--- config.mk ---
export PLATFORM = sky130hd
export DESIGN_NAME = seg_lcd_scanner
export DESIGN_NICKNAME = d
export VERILOG_FILES = /design/src/rtl/seg_lcd_pkg.sv /design/src/rtl/seg_lcd_regs.sv /design/src/rtl/seg_lcd_scan_ctrl.sv /design/src/rtl/seg_lcd_datapath.sv /design/src/rtl/seg_lcd_scanner.sv
export SDC_FILE = /design/constraint.sdc
export NUM_CORES = 1
export LEC_CHECK = 0
export BUFFER_PORTS_ARGS = -buffer_cell sky130_fd_sc_hd__buf_2
export CORE_MARGIN = 10
export CORE_UTILIZATION = 60
export DETAILED_ROUTE_END_ITERATION = 6
export GPL_TIMING_DRIVEN = 0
export HOLD_SLACK_MARGIN = 0.03
export PLACE_DENSITY_LB_ADDON = 0.05
export SLEW_MARGIN = 20
export SYNTH_ARGS = -nofsm -noshare
export SYNTH_HDL_FRONTEND = slang
export SYNTH_SLANG_ARGS = --single-unit
--- constraint.sdc ---
create_clock -name clk -period 2 [get_ports clk]
set_input_delay 0.1 -clock clk [delete_from_list [all_inputs] [get_ports clk]]
set_output_delay 0.1 -clock clk [all_outputs]
set_load 0.01 [all_outputs]
--- src/rtl/seg_lcd_pkg.sv ---
package seg_lcd_pkg;

  localparam int COM_COUNT = 4;
  localparam int COM_IDX_W = $clog2(COM_COUNT);
  localparam int DATA_W    = 8;

  // configuration handed from the register block to the scan logic
  typedef struct packed {
    logic                          thirdDuty;
    logic                          fastBlink;
    logic [1:0][COM_COUNT-1:0]     blinkMask;
  } scanCfg_t;

  // strobes and state handed from the scan control to the datapath
  typedef struct packed {
    logic [COM_IDX_W-1:0] comIdx;
    logic                 comValid;
    logic                 drivePhase;
    logic                 blinkOn;
  } scanState_t;

endpackage

--- src/rtl/seg_lcd_regs.sv ---
module seg_lcd_regs
  import seg_lcd_pkg::*;
#(
  parameter int NUM_SEGS = 38,
  parameter int ADDR_W   = 6,
  parameter int DIV_W    = 8
) (
  input  logic                               clk,
  input  logic                               rstN,
  input  logic                               regWr,
  input  logic [ADDR_W-1:0]                  regAddr,
  input  logic [DATA_W-1:0]                  regWdata,
  output logic [DATA_W-1:0]                  regRdata,
  output scanCfg_t                           cfg,
  output logic [DIV_W-1:0]                   divLimit,
  output logic [NUM_SEGS-1:0][COM_COUNT-1:0] segMem
);

  localparam int SEG_IDX_W = (NUM_SEGS > 1) ? $clog2(NUM_SEGS) : 1;
  localparam logic [ADDR_W-1:0] SEG_END   = ADDR_W'(NUM_SEGS);
  localparam logic [ADDR_W-1:0] CTRL_ADDR = ADDR_W'(NUM_SEGS);
  localparam logic [ADDR_W-1:0] DIV_ADDR  = ADDR_W'(NUM_SEGS + 1);
  localparam logic [ADDR_W-1:0] MASK_ADDR = ADDR_W'(NUM_SEGS + 2);

  logic                 isSeg;
  logic [SEG_IDX_W-1:0] segIdx;

  always_comb begin
    isSeg  = regAddr < SEG_END;
    segIdx = regAddr[SEG_IDX_W-1:0];
  end

  // segment memory: deliberately without reset so contents are retained
  always_ff @(posedge clk) begin
    if (regWr && isSeg) segMem[segIdx] <= regWdata[COM_COUNT-1:0];
  end

  always_ff @(posedge clk or negedge rstN) begin
    if (!rstN) begin
      cfg      <= '0;
      divLimit <= '0;
    end else if (regWr) begin
      if (regAddr == CTRL_ADDR) begin
        cfg.thirdDuty <= regWdata[0];
        cfg.fastBlink <= regWdata[1];
      end
      if (regAddr == DIV_ADDR) divLimit <= regWdata[DIV_W-1:0];
      if (regAddr == MASK_ADDR) begin
        cfg.blinkMask[0] <= regWdata[COM_COUNT-1:0];
        cfg.blinkMask[1] <= regWdata[2*COM_COUNT-1:COM_COUNT];
      end
    end
  end

  always_comb begin
    regRdata = '0;
    if (isSeg) begin
      regRdata[COM_COUNT-1:0] = segMem[segIdx];
    end else if (regAddr == CTRL_ADDR) begin
      regRdata[0] = cfg.thirdDuty;
      regRdata[1] = cfg.fastBlink;
    end else if (regAddr == DIV_ADDR) begin
      regRdata[DIV_W-1:0] = divLimit;
    end else if (regAddr == MASK_ADDR) begin
      regRdata[COM_COUNT-1:0]           = cfg.blinkMask[0];
      regRdata[2*COM_COUNT-1:COM_COUNT] = cfg.blinkMask[1];
    end
  end

  // pixel group reads never carry bits above the common count
  assert_seg_read_width_R2: assert property (@(posedge clk) disable iff (!rstN)
    isSeg |-> regRdata[DATA_W-1:COM_COUNT] == '0);

  // a control write is visible on the next read of that address
  assert_ctrl_write_R2: assert property (@(posedge clk) disable iff (!rstN)
    (regWr && regAddr == CTRL_ADDR) |=> cfg.thirdDuty == $past(regWdata[0]));

endmodule

--- src/rtl/seg_lcd_scan_ctrl.sv ---
module seg_lcd_scan_ctrl
  import seg_lcd_pkg::*;
#(
  parameter int DIV_W   = 8,
  parameter int TICK_HZ = 32768
) (
  input  logic             clk,
  input  logic             rstN,
  input  logic             tickIn,
  input  scanCfg_t         cfg,
  input  logic [DIV_W-1:0] divLimit,
  output scanState_t       scan
);

  // TICK_HZ is a power of two; one extra bit spans a 0.5 Hz period
  localparam int BLINK_W = $clog2(TICK_HZ) + 1;

  logic [DIV_W-1:0]     slotCnt;
  logic [COM_IDX_W-1:0] comIdx;
  logic [COM_IDX_W-1:0] lastCom;
  logic                 phase;
  logic [BLINK_W-1:0]   blinkCnt;
  logic                 slotDone;
  logic                 scanWrap;

  always_comb begin
    lastCom  = cfg.thirdDuty ? COM_IDX_W'(COM_COUNT - 2) : COM_IDX_W'(COM_COUNT - 1);
    slotDone = tickIn && (slotCnt >= divLimit);
    scanWrap = slotDone && (comIdx >= lastCom);
  end

  always_ff @(posedge clk or negedge rstN) begin
    if (!rstN) begin
      slotCnt  <= '0;
      comIdx   <= '0;
      phase    <= 1'b0;
      blinkCnt <= '0;
    end else begin
      if (tickIn) begin
        slotCnt  <= slotDone ? '0 : slotCnt + 1'b1;
        blinkCnt <= blinkCnt + 1'b1;
      end
      if (slotDone) comIdx <= scanWrap ? '0 : comIdx + 1'b1;
      if (scanWrap) phase <= ~phase;
    end
  end

  always_comb begin
    scan.comIdx     = comIdx;
    scan.comValid   = !(cfg.thirdDuty && comIdx == COM_IDX_W'(COM_COUNT - 1));
    scan.drivePhase = phase;
    scan.blinkOn    = cfg.fastBlink ? !blinkCnt[BLINK_W-2] : !blinkCnt[BLINK_W-1];
  end

  // without a tick the common selection holds
  assert_hold_no_tick_R4: assert property (@(posedge clk) disable iff (!rstN)
    !tickIn |=> $stable(comIdx));

  // the phase only inverts as the scan restarts at common 0
  assert_phase_at_wrap_R5: assert property (@(posedge clk) disable iff (!rstN)
    (phase != $past(phase)) |-> comIdx == '0);

  // in 1/3 duty an advance never lands on the last common
  assert_third_skips_last_R6: assert property (@(posedge clk) disable iff (!rstN)
    (slotDone && cfg.thirdDuty) |=> comIdx != COM_IDX_W'(COM_COUNT - 1));

endmodule

--- src/rtl/seg_lcd_datapath.sv ---
module seg_lcd_datapath
  import seg_lcd_pkg::*;
#(
  parameter int NUM_SEGS    = 38,
  parameter int BLINK_SEG_A = 18,
  parameter int BLINK_SEG_B = 19
) (
  input  logic                               clk,
  input  logic                               rstN,
  input  scanState_t                         scan,
  input  scanCfg_t                           cfg,
  input  logic [NUM_SEGS-1:0][COM_COUNT-1:0] segMem,
  output logic [COM_COUNT-1:0]               comActive,
  output logic                               drivePhase,
  output logic [NUM_SEGS-1:0]                segLevel
);

  for (genvar c = 0; c < COM_COUNT; c++) begin : g_com
    assign comActive[c] = scan.comValid && (scan.comIdx == COM_IDX_W'(c));
  end

  assign drivePhase = scan.drivePhase;

  for (genvar g = 0; g < NUM_SEGS; g++) begin : g_seg
    logic rawPixel;
    assign rawPixel = scan.comValid && segMem[g][scan.comIdx];

    if (g == BLINK_SEG_A || g == BLINK_SEG_B) begin : g_blink
      localparam int SLOT = (g == BLINK_SEG_A) ? 0 : 1;
      logic hidePixel;
      assign hidePixel   = !scan.blinkOn && cfg.blinkMask[SLOT][scan.comIdx];
      assign segLevel[g] = (rawPixel && !hidePixel) ^ scan.drivePhase;

      // in the on half a blink segment shows its stored pixel
      assert_blink_on_half_R8: assert property (@(posedge clk) disable iff (!rstN)
        scan.blinkOn |-> segLevel[g] == ((scan.comValid && segMem[g][scan.comIdx]) ^ drivePhase));
    end else begin : g_plain
      assign segLevel[g] = rawPixel ^ scan.drivePhase;
    end
  end

  // never more than one common driven
  assert_one_common_R4: assert property (@(posedge clk) disable iff (!rstN)
    $onehot0(comActive));

endmodule

--- src/rtl/seg_lcd_scanner.sv ---
module seg_lcd_scanner
  import seg_lcd_pkg::*;
#(
  parameter int NUM_SEGS    = 38,
  parameter int ADDR_W      = 6,
  parameter int DIV_W       = 8,
  parameter int TICK_HZ     = 32768,
  parameter int BLINK_SEG_A = 18,
  parameter int BLINK_SEG_B = 19
) (
  input  logic                 clk,
  input  logic                 rstN,
  input  logic                 tickIn,
  input  logic                 regWr,
  input  logic [ADDR_W-1:0]    regAddr,
  input  logic [7:0]           regWdata,
  output logic [7:0]           regRdata,
  output logic [3:0]           comActive,
  output logic                 drivePhase,
  output logic [NUM_SEGS-1:0]  segLevel
);

  scanCfg_t                           cfg;
  scanState_t                         scan;
  logic [DIV_W-1:0]                   divLimit;
  logic [NUM_SEGS-1:0][COM_COUNT-1:0] segMem;

  seg_lcd_regs #(
    .NUM_SEGS(NUM_SEGS), .ADDR_W(ADDR_W), .DIV_W(DIV_W)
  ) u_regs (
    .clk(clk), .rstN(rstN), .regWr(regWr), .regAddr(regAddr),
    .regWdata(regWdata), .regRdata(regRdata), .cfg(cfg),
    .divLimit(divLimit), .segMem(segMem)
  );

  seg_lcd_scan_ctrl #(
    .DIV_W(DIV_W), .TICK_HZ(TICK_HZ)
  ) u_ctrl (
    .clk(clk), .rstN(rstN), .tickIn(tickIn), .cfg(cfg),
    .divLimit(divLimit), .scan(scan)
  );

  seg_lcd_datapath #(
    .NUM_SEGS(NUM_SEGS), .BLINK_SEG_A(BLINK_SEG_A), .BLINK_SEG_B(BLINK_SEG_B)
  ) u_dp (
    .clk(clk), .rstN(rstN), .scan(scan), .cfg(cfg), .segMem(segMem),
    .comActive(comActive), .drivePhase(drivePhase), .segLevel(segLevel)
  );

endmodule

### Word level (Yosys, flattened, before mapping)

Index checks and enable logic that the tools add are counted.

* bits in read-only memories: 0
* bits of input ports: 18
* register bits after elaboration: 197
* word-level logic and storage cells: 257
* output and inout port bits: 51
* RAM bits: 0
* memories: 0
* bits in latches: 0

* bitwise gates (word level): 39
* shift operators: 0
* reduce and logical (&&, ||, !) cells: 61
* $add $sub $neg: 3
* $lt $le $gt $ge: 6
* eq/ne operators: 6
* divide/modulo/power cells: 0
* mux-type cells: 95
* multiply operators: 0

Operator list (number)
* bitwise mux 152 bit: 1
* binary-select mux 1 bit (select 2 bit): 40
* logical AND 1 bit: 51
* 2-to-1 mux 1 bit: 42
* bitwise XOR 1 bit: 38
* binary-select mux 4 bit (select 6 bit): 1
* demux 4 bit (select 6 bit): 1
* 2-to-1 mux 8 bit: 3
* equality test 6 bit (second input constant): 3
* adder 16 x 1 -> 16 bit (second input constant): 1
* 2-to-1 mux 4 bit: 4
* adder 8 x 1 -> 8 bit (second input constant): 1
* >= comparator 8 bit: 1
* less-than comparator 6 x 7 -> 1 bit (second input constant): 1
* >= comparator 6 x 1 -> 1 bit (second input constant): 1
* logical NOT 1 bit: 6
* less-than comparator 6 bit (second input constant): 1
* 2-to-1 mux 6 bit: 1
* AND reduction 2 bit: 3
* equality test 2 bit (second input constant): 2
* 2-to-1 mux 2 bit: 2
* less-than comparator 2 x 3 -> 1 bit (second input constant): 1
* adder 2 x 1 -> 2 bit (second input constant): 1
* equality test 2 x 1 -> 1 bit (second input constant): 1
* 3 further kinds: 3

### Longest topological paths before layout

Gate-level depths: netlist of run 1.

* depth after elaboration: 7
* gate-level depth with buffers: 9
* gate-level depth less buffers: 8

### Hierarchy

A second synthesis of run 1 with hierarchy kept.

* cell total of the unflattened synthesis: 752
* area, all modules: 10201.0 µm²

Modules (own cells, without submodules)
* seg_lcd_regs: area an instance 7151.9 µm², instances 1, cells an instance 459, seq. area each 5014.8 µm²
* seg_lcd_datapath: area an instance 1556.5 µm², instances 1, cells an instance 149, seq. area each 0.0 µm²
* seg_lcd_scan_ctrl: area an instance 1492.7 µm², instances 1, cells an instance 144, seq. area each 675.6 µm²

### Worst setup path before layout of run 1

Ideal clock, no wire load.

* path type: reg2reg
* start point: register u_ctrl.slotCnt[0]
* end point: register u_ctrl.comIdx[0]
* arrival: 1.638 ns
* data required time: 1.871 ns
* period minus slack after synthesis: 1.767 ns
* stages on the path, launching flop included: 9
* path slack: 0.233 ns
* setup time: 0.129 ns
* path through: dfrtp_1 -> inv_1 -> ha_1 -> nand2b_1 -> a21o_1 -> a31oi_1 -> o21ai_1 -> and2_0 -> o21ai_0

* longest elaborated chain between the ends: 4

RTL lines
* start, declared: RTL line seg_lcd_scan_ctrl.sv:18 `logic [DIV_W-1:0] slotCnt;`
* start signal, assigned: RTL line seg_lcd_scan_ctrl.sv:40 `slotCnt <= slotDone ? '0 : slotCnt + 1'b1;`
* >= comparator 8 bit (*): RTL line seg_lcd_scan_ctrl.sv:28 `slotDone = tickIn && (slotCnt >= divLimit);`
* logical AND 1 bit (*): RTL line seg_lcd_scan_ctrl.sv:28
* logical AND 1 bit: RTL line seg_lcd_scan_ctrl.sv:29 `scanWrap = slotDone && (comIdx >= lastCom);`
* 2-to-1 mux 2 bit: RTL line seg_lcd_scan_ctrl.sv:43 `if (slotDone) comIdx <= scanWrap ? '0 : comIdx + 1'b1;`
* end signal, assigned: RTL line seg_lcd_scan_ctrl.sv:43
* end, declared: RTL line seg_lcd_scan_ctrl.sv:19 `logic [COM_IDX_W-1:0] comIdx;`

Mark *: on every way between the ends. The rest lies on a longest branch, timed or not.
A chain may end at the register's enable or synchronous reset.

### Final worst setup path of run 1

* start point: register u_regs.segMem[95] (netlist bit)
* end point: output regRdata[3]

* longest elaborated chain between the ends: 3

RTL lines
* start, declared: RTL line seg_lcd_regs.sv:16 `output logic [NUM_SEGS-1:0][COM_COUNT-1:0] segMem`
* start signal, assigned by index: RTL line seg_lcd_regs.sv:35 `if (regWr && isSeg) segMem[segIdx] <= regWdata[COM_COUNT-1:0];`
* binary-select mux 4 bit (select 6 bit): RTL line seg_lcd_regs.sv:58 `regRdata[COM_COUNT-1:0] = segMem[segIdx];`
* 2-to-1 mux 4 bit (implied by the code): RTL line seg_lcd_regs.sv:58
* 2-to-1 mux 4 bit: RTL line seg_lcd_regs.sv:57 `if (isSeg) begin`
* end, declared: RTL line seg_lcd_scanner.sv:17 `output logic [7:0] regRdata,`

No other way between the ends. The select of a mux whose other input is x is not followed.

==> metrics.yaml, run 1 <==
status:
  status: "complete, but fails checks"
  failed_checks: "setup timing"
sta:
  fin_crit_ps: 2340
  final_hold_viol_count: 0
  finalWorstSetupSlack_ps: -342
  rsz0062_at_grt: "yes"
  relSlewSlack_pct: 40.0
  setup_viol: 42
  finClkSkew_ps: 9.16
  fmax_ghz: 0.427
  period_share_pct: 117
  tightestPinTransition_ps: 900
  finalMaxSlewViolations: 0
  whs_ps: 72.0
route:
  viasPerCell: 6.59
  drtIter0Drc: 939
  wl_per_cell_um: 27.3
  drt_first_pass_iters: 7
  drc: 0
  vias: 6843
  ant_nets: 0
  drt-total-wl_um: 28300
floorplan:
  boundaryPins: 69
  start_util_pct: 61.8
  die_x_um: 149
  fp.dieH_um: 149
  die-area_um2: 22100
  core_area_um2: 16100
  num_rows: 46
placed_design:
  portBuffers: 64
  gp_congestion: 0.972
  dp_worst_setup_slack_ps: -324
  placedCellCount: 985
  dpl.hpwl_um: 18800
synth:
  synth_cell_types: 58
  syn-instance-count: 705
  synth_seq_cells: 197
  syn_area_um2: 9930
  ys_warn_count: 0
  syn_avg_cell_area_um2: 14.1
  yosys_most_used_dff: "edfxtp_1"
  synth_edf_count: 152
  ys_seq_area_share_pct: 57.3
  synthArstFlopShare_pct: 22.8
  synth_nets: 738
clock_tree:
  cts_tree: "yes"
  cts-root-buf: "clkbuf_16"
  cts_buffers: 17
  cts_buffer_depth: 2
  clk_latency_ps: 450
  cts_sinks: 197
  htree_num_levels: 4
  path_clk_slew_ps: 70
worst_setup_path:
  worstSetupEndpointType: "output pin"
  worstPathArrival_ps: 2240
  critPathMaxFanout: 2
  critPathKind: "reg2out"
  crit_required_ps: 1900
  rrSetupSlack_ps: 140
  critPathLaunchType: "register"
power:
  power.leakage_uw: 0.00441
  ir_worst_vdd_mv: 0.795
  power_uw: 14500
  powerDensity_nw_per_um2: 1210
final_layout:
  final_util_pct: 74.2
  layout_commonest_cell: "edfxtp_1"
  nets: 842
  final_cell_count_no_fill: 1038
  n_antenna_cell: 0
  syn2layout_area_growth_pct: 20.0
  drive_gt1_share_pct: 39.5
  final_cell_mix: "152 x edfxtp_1, 73 x buf_2, 62 x nor2_1, 62 x mux4_2, 43 x dfrtp_1"
  multi_input_area_um2: 4350
  fillers: 1016
  ff_latch_area_um2: 5690
grt:
  grt_start_max_net_pins: 46
  grt_antenna_before_repair: 0
  grt_pass1_wl_um: 42600
  grt-ovfl-total: 0
  first_global_vias: 6865
  grt_usage_pct: 25.9
job:
  drv_cap: 0
min_path:
  min_path_type: "in2async"
[sequential cells by signal, summed over array words and instances (netlist names)]
name,count
u_ctrl.blinkCnt,16
u_regs.cfg,10
u_ctrl.phase,1
u_ctrl.comIdx,2
u_regs.segMem,152
u_regs.divLimit,8
u_ctrl.slotCnt,8
[metal layers]
metal,vias to the layer above,track usage (%),routed length (um)
met4,0,9.17,799
met2,460,39.6,13500
met1,3435,34.6,11000
met3,72,7.62,3030
met5,-,0,0
li1,2876,-,-
[critical path: stages (launching register included)]
cell and delay [ps]:
edfxtp_1 410, mux4_2 510, mux2i_2 200, o22ai_2 140, a211oi_2 190, nand3_1 150, buf_2 190
[cell usage after synthesis (2+ instances only)]
cell type | count | area, um2
a211oi_1 | 3 | 22.5
nor2b_1 | 9 | 56.3
xnor2_1 | 52 | 455
a22o_1 | 4 | 35.0
o22ai_1 | 7 | 43.8
a22oi_1 | 12 | 90.1
mux4_1 | 2 | 52.6
a21oi_1 | 13 | 65.1
a311o_1 | 2 | 20.0
o211ai_1 | 2 | 15.0
mux2_2 | 26 | 293
ha_1 | 15 | 188
buf_4 | 3 | 22.5
a221oi_1 | 4 | 35.0
xor2_1 | 6 | 52.6
inv_1 | 15 | 56.3
and2_1 | 4 | 25.0
buf_6 | 4 | 45.0
nand4_1 | 4 | 25.0
and3_1 | 5 | 31.3
a31oi_1 | 4 | 25.0
nor3_1 | 5 | 25.0
nor2_1 | 62 | 233
dfrtp_1 | 45 | 1130
nand2_1 | 78 | 293
mux2i_1 | 13 | 130
edfxtp_1 | 152 | 4560
mux4_2 | 60 | 1350
nand3_1 | 12 | 60.1
nand3b_1 | 3 | 22.5
nand2b_1 | 2 | 12.5
o21ai_0 | 14 | 70.1
or3_1 | 3 | 18.8
a21o_1 | 4 | 30.0
buf_1 | 4 | 15.0
clkbuf_1 | 14 | 52.6
buf_2 | 17 | 85.1
[worst paths after layout]
kind | startpoint | endpoint | depth (start not counted)
worst max register to register | u_ctrl.slotCnt[0] | u_ctrl.slotCnt[3] | 8
max in group asynchronous | rstN | u_ctrl.comIdx[0] | 3
worst min-delay path | rstN | u_ctrl.blinkCnt[9] | 2
min in group clk | tickIn | u_ctrl.slotCnt[2] | 3
worst min register to register | u_ctrl.blinkCnt[7] | u_ctrl.blinkCnt[7] | 1
worst max-delay path | u_regs.segMem[95] | regRdata[3] | 6
[final cells by class]
type	instances	share of cell area [%]
plain buffers	43	3.06
clock inverters	9	0.778
repair buffers	85	4.89
inverters	16	0.567
multi-input cells	449	36.5
flip-flops and latches	197	47.8
clock buffers	23	4.14
well taps	216	2.27
[per-stage QoR]
| stage | TNS [ps] | area (um2) |
|---|---|---|
| 6_report | -6500 | 11900 |
| 5_1_grt | -8890 | 11900 |
| 4_1_cts | -8100 | 11700 |
| 3_5_place_dp | -28120 | 10500 |
| 3_3_place_gp | -23230 | 10500 |
| 2_1_floorplan | 0 | 9930 |
[where the power goes]
group	internal (uW)	total, uW	switching, uW
combinational	3060	6230	3170
clock	1880	3420	1540
sequential	4610	4810	198
[kinds of logic after synthesis]
family | share of synthesized area [%]
DFF | 57.3
and+or+nand+nor | 9.09
xor gates and xnor gates | 5.12
muxes | 18.4
AOI/OAI and AO/OA | 5.21
buffers and inverters | 2.97
adders and majority gates | 1.89
[what timing repair did]
action / in CTS / in global routing
endpoints found under the hold margin: 53 / 0
gates resized for setup: 111 / 50
setup endpoints to repair: 53 / 53
buffers inserted: 9 / 6
pin swaps: 36 / 19
hold buffers: 5 / 0
cloned: 5 / 0
(Power assumes the default switching activity.)
==> run 2: changes to the inputs <==
--- a/config.mk
+++ b/config.mk
@@ -9,4 +9,5 @@
 export CORE_MARGIN = 10
 export CORE_UTILIZATION = 60
+export CTS_CLUSTER_SIZE = 10
 export DETAILED_ROUTE_END_ITERATION = 6
 export GPL_TIMING_DRIVEN = 0
==> constraint.sdc (replaced) <==
create_clock -name clk -period 2 [get_ports clk]
set_input_delay 0.1 -clock clk [delete_from_list [all_inputs] [get_ports clk]]
set_output_delay 0.1 -clock clk [all_outputs]
set_load 0.05 [all_outputs]
==> run 2 against run 1 <==
The run still ends with setup timing left. Sequential share of layout area decreased by 2.0 points. Highest routed layer unchanged. Via count grew 3.4%. Non-clock buffer count is 12 higher. Global-route usage is 0.43 points higher. Worst setup slack lost 87 ps. Worst hold slack better by 79 ps. Clock skew down 2.1 ps.
==> metrics.yaml, run 2 (synthesized netlist as in run 1, its figures left out) <==
clock_tree:
  htree_num_levels: 4  # unchanged
  cts-root-buf: "clkbuf_16"
  cts_buffers: 17  # unchanged
  cts_tree: "yes"
  clk_latency_ps: 450  # about the same
  cts_sinks: 197  # unchanged
  cts_buffer_depth: 2  # unchanged
  path_clk_slew_ps: 70  # about the same
floorplan:
  start_util_pct: 61.8  # unchanged
  die_x_um: 149  # unchanged
  num_rows: 46  # unchanged
  fp.dieH_um: 149  # unchanged
  core_area_um2: 16100  # unchanged
  boundaryPins: 69  # unchanged
  die-area_um2: 22100  # unchanged
placed_design:
  placedCellCount: 985  # unchanged
  gp_congestion: 0.964  # -0.80%
  portBuffers: 64  # unchanged
  dpl-instance-area_um2: 10600  # +1.2%
  dpl.hpwl_um: 18900  # +1.0%
final_layout:
  stdcell_area_um2: 12400  # +4.3%
  regMostFlops: "u_regs.segMem"
  syn2layout_area_growth_pct: 25.1
  drive_gt1_share_pct: 41.8  # +2.3 points
  layout_commonest_cell: "edfxtp_1"
  n_antenna_cell: 0  # unchanged
  fillers: 924  # -9.1%
  largest_reg_flops: 152  # unchanged
  nets: 854  # +1.4%
  final_cell_mix: "152 x edfxtp_1, 62 x mux4_2, 61 x nor2_1, 48 x buf_6, 43 x dfrtp_1"
  final_cell_count_no_fill: 1050  # +1.2%
  final_util_pct: 77.3  # +3.2 points
  top_regs: "u_regs.segMem x152, u_ctrl.blinkCnt x16, u_regs.cfg x10"
sta:
  final_hold_viol_count: 0  # unchanged
  finalWorstSetupSlack_ps: -429  # -87.1 ps
  fin_setup_tns_ps: -9700  # -3200 ps
  period_share_pct: 121  # +4.4 points
  fin_crit_ps: 2430  # +87.1 ps
  relSlewSlack_pct: 38.0  # -2.0 points
  fmax_ghz: 0.412  # -3.6%
  tightestPinTransition_ps: 930  # +30.2 ps
  finClkSkew_ps: 7.09  # -2.08 ps
  rsz0062_at_grt: "yes"
  setup_viol: 45  # +7.1%
  finalMaxSlewViolations: 0  # unchanged
worst_setup_path:
  rrSetupSlack_ps: -40  # -180 ps
  slowest_delay_ps: 520  # about the same
  worstRegToRegCells: 10  # +2
  r2r-start: "u_ctrl.comIdx[0]"
  critPathMaxFanout: 2  # unchanged
  critPathLaunchType: "register"
  r2r_end: "u_ctrl.phase"
  crit_required_ps: 1900  # about the same
  worstSetupEndpointType: "output pin"
  crit_path_top_delay_cell: "mux4_2"
  critPathKind: "reg2out"
  worstPathArrival_ps: 2330  # +90 ps
  worstPathCellList: "mux4_2, mux2i_1, o22ai_1, a211oi_2, nand3_1, buf_6"
status:
  failed_checks: "setup timing"
  status: "complete, but fails checks"
min_path:
  min-delay-start: "tickIn"
  min_path_type: "in2reg"
  min_to: "u_ctrl.slotCnt[2]"
  hold_path_depth: 3
route:
  wl_per_cell_um: 28.3  # +3.7%
  viasPerCell: 6.74  # +2.2%
  drc: 0  # unchanged
  drtIter0Drc: 1034  # +10%
  ant_nets: 0  # unchanged
  vias: 7073  # +3.4%
  drt-total-wl_um: 29700  # +4.9%
  drt_first_pass_iters: 5  # -2
power:
  power_uw: 19100  # +32%
  powerDensity_nw_per_um2: 1530  # +26%
  power.leakage_uw: 0.00466  # +5.6%
  ir_worst_vdd_mv: 1.52  # +92%
job:
  drv_cap: 0  # unchanged
grt:
  grt-ovfl-total: 0  # unchanged
  grt_start_max_net_pins: 46  # unchanged
  first_global_vias: 7212  # +5.1%
  grt_antenna_before_repair: 0  # unchanged
  grt_usage_pct: 26.3  # +0.43 points
  grt_pass1_wl_um: 43400  # +1.9%
==> run 2: cell types whose count changed in the layout (fill, tap and decap cells not counted), sizes merged <==
cell / delta
buf: +7
inv: +4
bufinv: +1
==> run 2: power by group <==
group          internal [uW]  leakage [uW]  total [uW]  switching (uW)
Clock                   1890      0.000286        3510            1630
Sequential              4610       0.00195        4820             208
Combinational           4410       0.00242       10700            6320
Total                  10900       0.00466       19100            8150
==> run 2: stage by stage <==
stage / worst slack [ps] / hold WS [ps]
after CTS: -376 / 112
after detailed placement: -457 / 327
after global routing: -438 / 188
final: -429 / 151
after global placement: -441 / 298
after floorplan: -216 / -196
==> run 2: area by class of cell <==
type | count | area (um2) | share of cell area [%]
sequential | 197 | 5690 | 45.8
multi-input combinational | 449 | 4420 | 35.6
timing repair buffer | 97 | 973 | 7.84
clock buffer | 18 | 429 | 3.46
buffer | 43 | 403 | 3.24
tap | 216 | 270 | 2.18
clock inverter | 14 | 168 | 1.35
inverter | 16 | 63.8 | 0.514
==> run 2: worst max-delay path: cells and delay by family, from the launching register on <==
kind	cells	cell delay, ps
buf+inv	1	200
mux	2	720
simple gates	1	180
flops	1	410
compound gates	2	370
==> run 2: repair_timing <==
| item | 4_1_cts | 5_1_grt |
|---|---|---|
| pin swaps | 18 | 39 |
| setup buffers | 13 | 11 |
| hold buffers | 5 | 0 |
| endpoints found under the hold margin | 53 | 0 |
| cloned | 1 | 5 |
| resized for setup | 191 | 52 |
| setup endpoints to repair | 54 | 47 |
==> run 2: how the worst max path moves through the flow <==
stage          slack, ps           end  cells after the start               from
2_1_floorplan       -220   segLevel[0]                      4       u_ctrl.phase
3_3_place_gp        -440  segLevel[20]                      6   u_ctrl.comIdx[1]
3_5_place_dp        -460  segLevel[20]                      6   u_ctrl.comIdx[1]
4_1_cts             -380   regRdata[3]                      6  u_regs.segMem[59]
5_1_grt             -440   regRdata[3]                      6  u_regs.segMem[47]
6_report            -430   regRdata[3]                      6  u_regs.segMem[95]
==> run 2: routing by layer <==
metal	GRT usage, %	vias to the layer above	wire length [um]
li1	-	2897	-
met3	7.86	81	3400
met4	10.7	0	1170
met1	33.7	3578	11100
met5	0	-	0
met2	41.2	517	14000
==> run 3: changes to the inputs <==
- TNS_END_PERCENT: default -> 5
==> run 3 against run 2 <==
The run still ends with setup timing left. First-iteration DRC count decreased by 7.2%. Sequential cell count unchanged. Worst setup slack improved by 22 ps.
==> metrics.yaml, run 3 (synthesized netlist as in run 1, its figures left out) <==
placed_design:
  dpl-instance-area_um2: 10500  # -1.2%
  dpl.hpwl_um: 18800  # -1.0%
  portBuffers: 64  # unchanged
  gp_congestion: 0.972  # +0.81%
  dp_worst_setup_slack_ps: -456  # +0.606 ps
worst_setup_path:
  critPathKind: "reg2out"
  critPathMaxFanout: 2  # unchanged
  critical-path-top-delay-family: "multiplexers"
  crit_required_ps: 1900  # about the same
  critPathLaunchType: "register"
  crit_path_top_delay_cell: "mux4_2"
  slowest_delay_ps: 530  # about the same
  worstSetupEndpointType: "output pin"
  worstPathCellList: "mux4_2, mux2i_2, o22ai_2, a211oi_2, nand3_1, buf_6"
  worstPathArrival_ps: 2310  # -20 ps
  worst-path-buf-inv: 1  # unchanged
floorplan:
  num_rows: 46  # unchanged
  boundaryPins: 69  # unchanged
  fp.dieH_um: 149  # unchanged
  die_x_um: 149  # unchanged
  die-area_um2: 22100  # unchanged
  core_area_um2: 16100  # unchanged
  start_util_pct: 61.8  # unchanged
sta:
  final_hold_viol_count: 0  # unchanged
  finalMaxSlewViolations: 0  # unchanged
  fin_crit_ps: 2410  # -21.6 ps
  setup_viol: 42  # -6.7%
  finClkSkew_ps: 6.66  # -0.423 ps
  tightestPinTransition_ps: 922  # -8.55 ps
  period_share_pct: 120  # -1.1 points
  fmax_ghz: 0.415  # +0.90%
  rsz0062_at_grt: "yes"
  finalWorstSetupSlack_ps: -407  # +21.6 ps
  relSlewSlack_pct: 38.6  # +0.57 points
final_layout:
  final_cell_mix: "152 x edfxtp_1, 62 x nor2_1, 61 x mux4_2, 50 x nand2_1"
  syn2layout_area_growth_pct: 17.7
  layout_commonest_cell: "edfxtp_1"
  largest_reg_flops: 152  # unchanged
  nets: 830  # -2.8%
  drive_gt1_share_pct: 34.0  # -7.9 points
  fillers: 1055  # +14%
  top_regs: "u_regs.segMem x152, u_ctrl.blinkCnt x16, u_regs.cfg x10"
  stdcell_area_um2: 11700  # -5.9%
  n_antenna_cell: 0  # unchanged
  regMostFlops: "u_regs.segMem"
clock_tree:
  cts_tree: "yes"
  cts_buffers: 17  # unchanged
  cts_buffer_depth: 2  # unchanged
  htree_num_levels: 4  # unchanged
  cts_sinks: 197  # unchanged
  cts-root-buf: "clkbuf_16"
  path_clk_slew_ps: 70  # about the same
  clk_latency_ps: 440  # about the same
route:
  drtIter0Drc: 960  # -7.2%
  drc: 0  # unchanged
  drt_first_pass_iters: 6  # +1
  vias: 6734  # -4.8%
  wl_per_cell_um: 27.0  # -4.5%
  viasPerCell: 6.56  # -2.6%
  drt-total-wl_um: 27700  # -6.7%
  ant_nets: 0  # unchanged
grt:
  grt-ovfl-total: 0  # unchanged
  grt_start_max_net_pins: 46  # unchanged
  grt_antenna_before_repair: 0  # unchanged
  first_global_vias: 6772  # -6.1%
  grt_usage_pct: 25.4  # -0.91 points
  grt_pass1_wl_um: 41800  # -3.7%
job:
  drv_cap: 0  # unchanged
power:
  power_uw: 17100  # -10%
  power.leakage_uw: 0.00430  # -7.7%
  powerDensity_nw_per_um2: 1460  # -4.5%
  ir_worst_vdd_mv: 1.50  # -1.4%
status:
  failed_checks: "setup timing"
  status: "complete, but fails checks"
min_path:
  min_path_type: "in2reg"
run 3: cell types whose count changed in the layout (fill, tap and decap cells not counted), sizes merged:
cell      before  now
buf          117   97
clkinvlp       3    1
inv           21   19
bufbuf         0    1
bufinv         2    1
run 3: routing by layer:
metal	share of wire [%]	track usage [%]
met1	39	34.1
met2	47	39.1
met3	11	7.43
met4	2.7	8.18
met5	0	0
run 3: final timing paths:
kind	cells after the start	slack, ps	startpoint	endpoint
worst min register to register	1	470	u_ctrl.blinkCnt[7]	u_ctrl.blinkCnt[7]
min in group asynchronous	2	200	rstN	u_ctrl.blinkCnt[9]
max in group asynchronous	2	1380	rstN	u_ctrl.comIdx[1]
worst min-delay path	5	150	regWr	u_regs.cfg[9]
worst max register to register	8	130	u_ctrl.slotCnt[0]	u_ctrl.comIdx[0]
worst max-delay path	6	-410	u_regs.segMem[123]	regRdata[3]
run 3: area by class of cell:
class / count / area [um2] / share of cell area, %
Multi-Input combinational cell: 449 / 4150 / 35.5
Timing Repair Buffer: 73 / 574 / 4.91
Clock buffer: 23 / 493 / 4.22
Tap cell: 216 / 270 / 2.31
Sequential cell: 197 / 5690 / 48.7
Clock inverter: 9 / 92.6 / 0.792
Inverter: 16 / 60.1 / 0.514
Buffer: 43 / 353 / 3.02
run 3: worst min-delay path, cell delays in order:
cell	delay, ps
buf_2	140
nand2_1	90
nor3_1	80
nand2_1	60
o21ai_0	70
run 3: timing repair:
action                                 4_1_cts  5_1_grt
hold buffers                                 5        0
cloned                                       1        0
setup endpoints to repair                   53       52
gates resized for setup                    114       45
buffers inserted                             2        1
endpoints found under the hold margin       53        0
pin swaps                                   19       13
run 3: metrics by stage:
stage          setup TNS, ps  cells  hold WS (ps)  util [%]
3_5_place_dp          -33430    985           329      65.5
6_report               -9770   1026           155      72.8
4_1_cts               -11610   1025           139      71.8
5_1_grt               -12100   1026           195      72.8
3_3_place_gp          -28310    985           301      65.5
2_1_floorplan          -5110    705          -196         -
run 3: power breakdown:
part	switching (uW)	internal (uW)	total, uW
registers	189	4610	4800
clock network	1520	1890	3400
logic	5670	3240	8910
total	7370	9740	17100
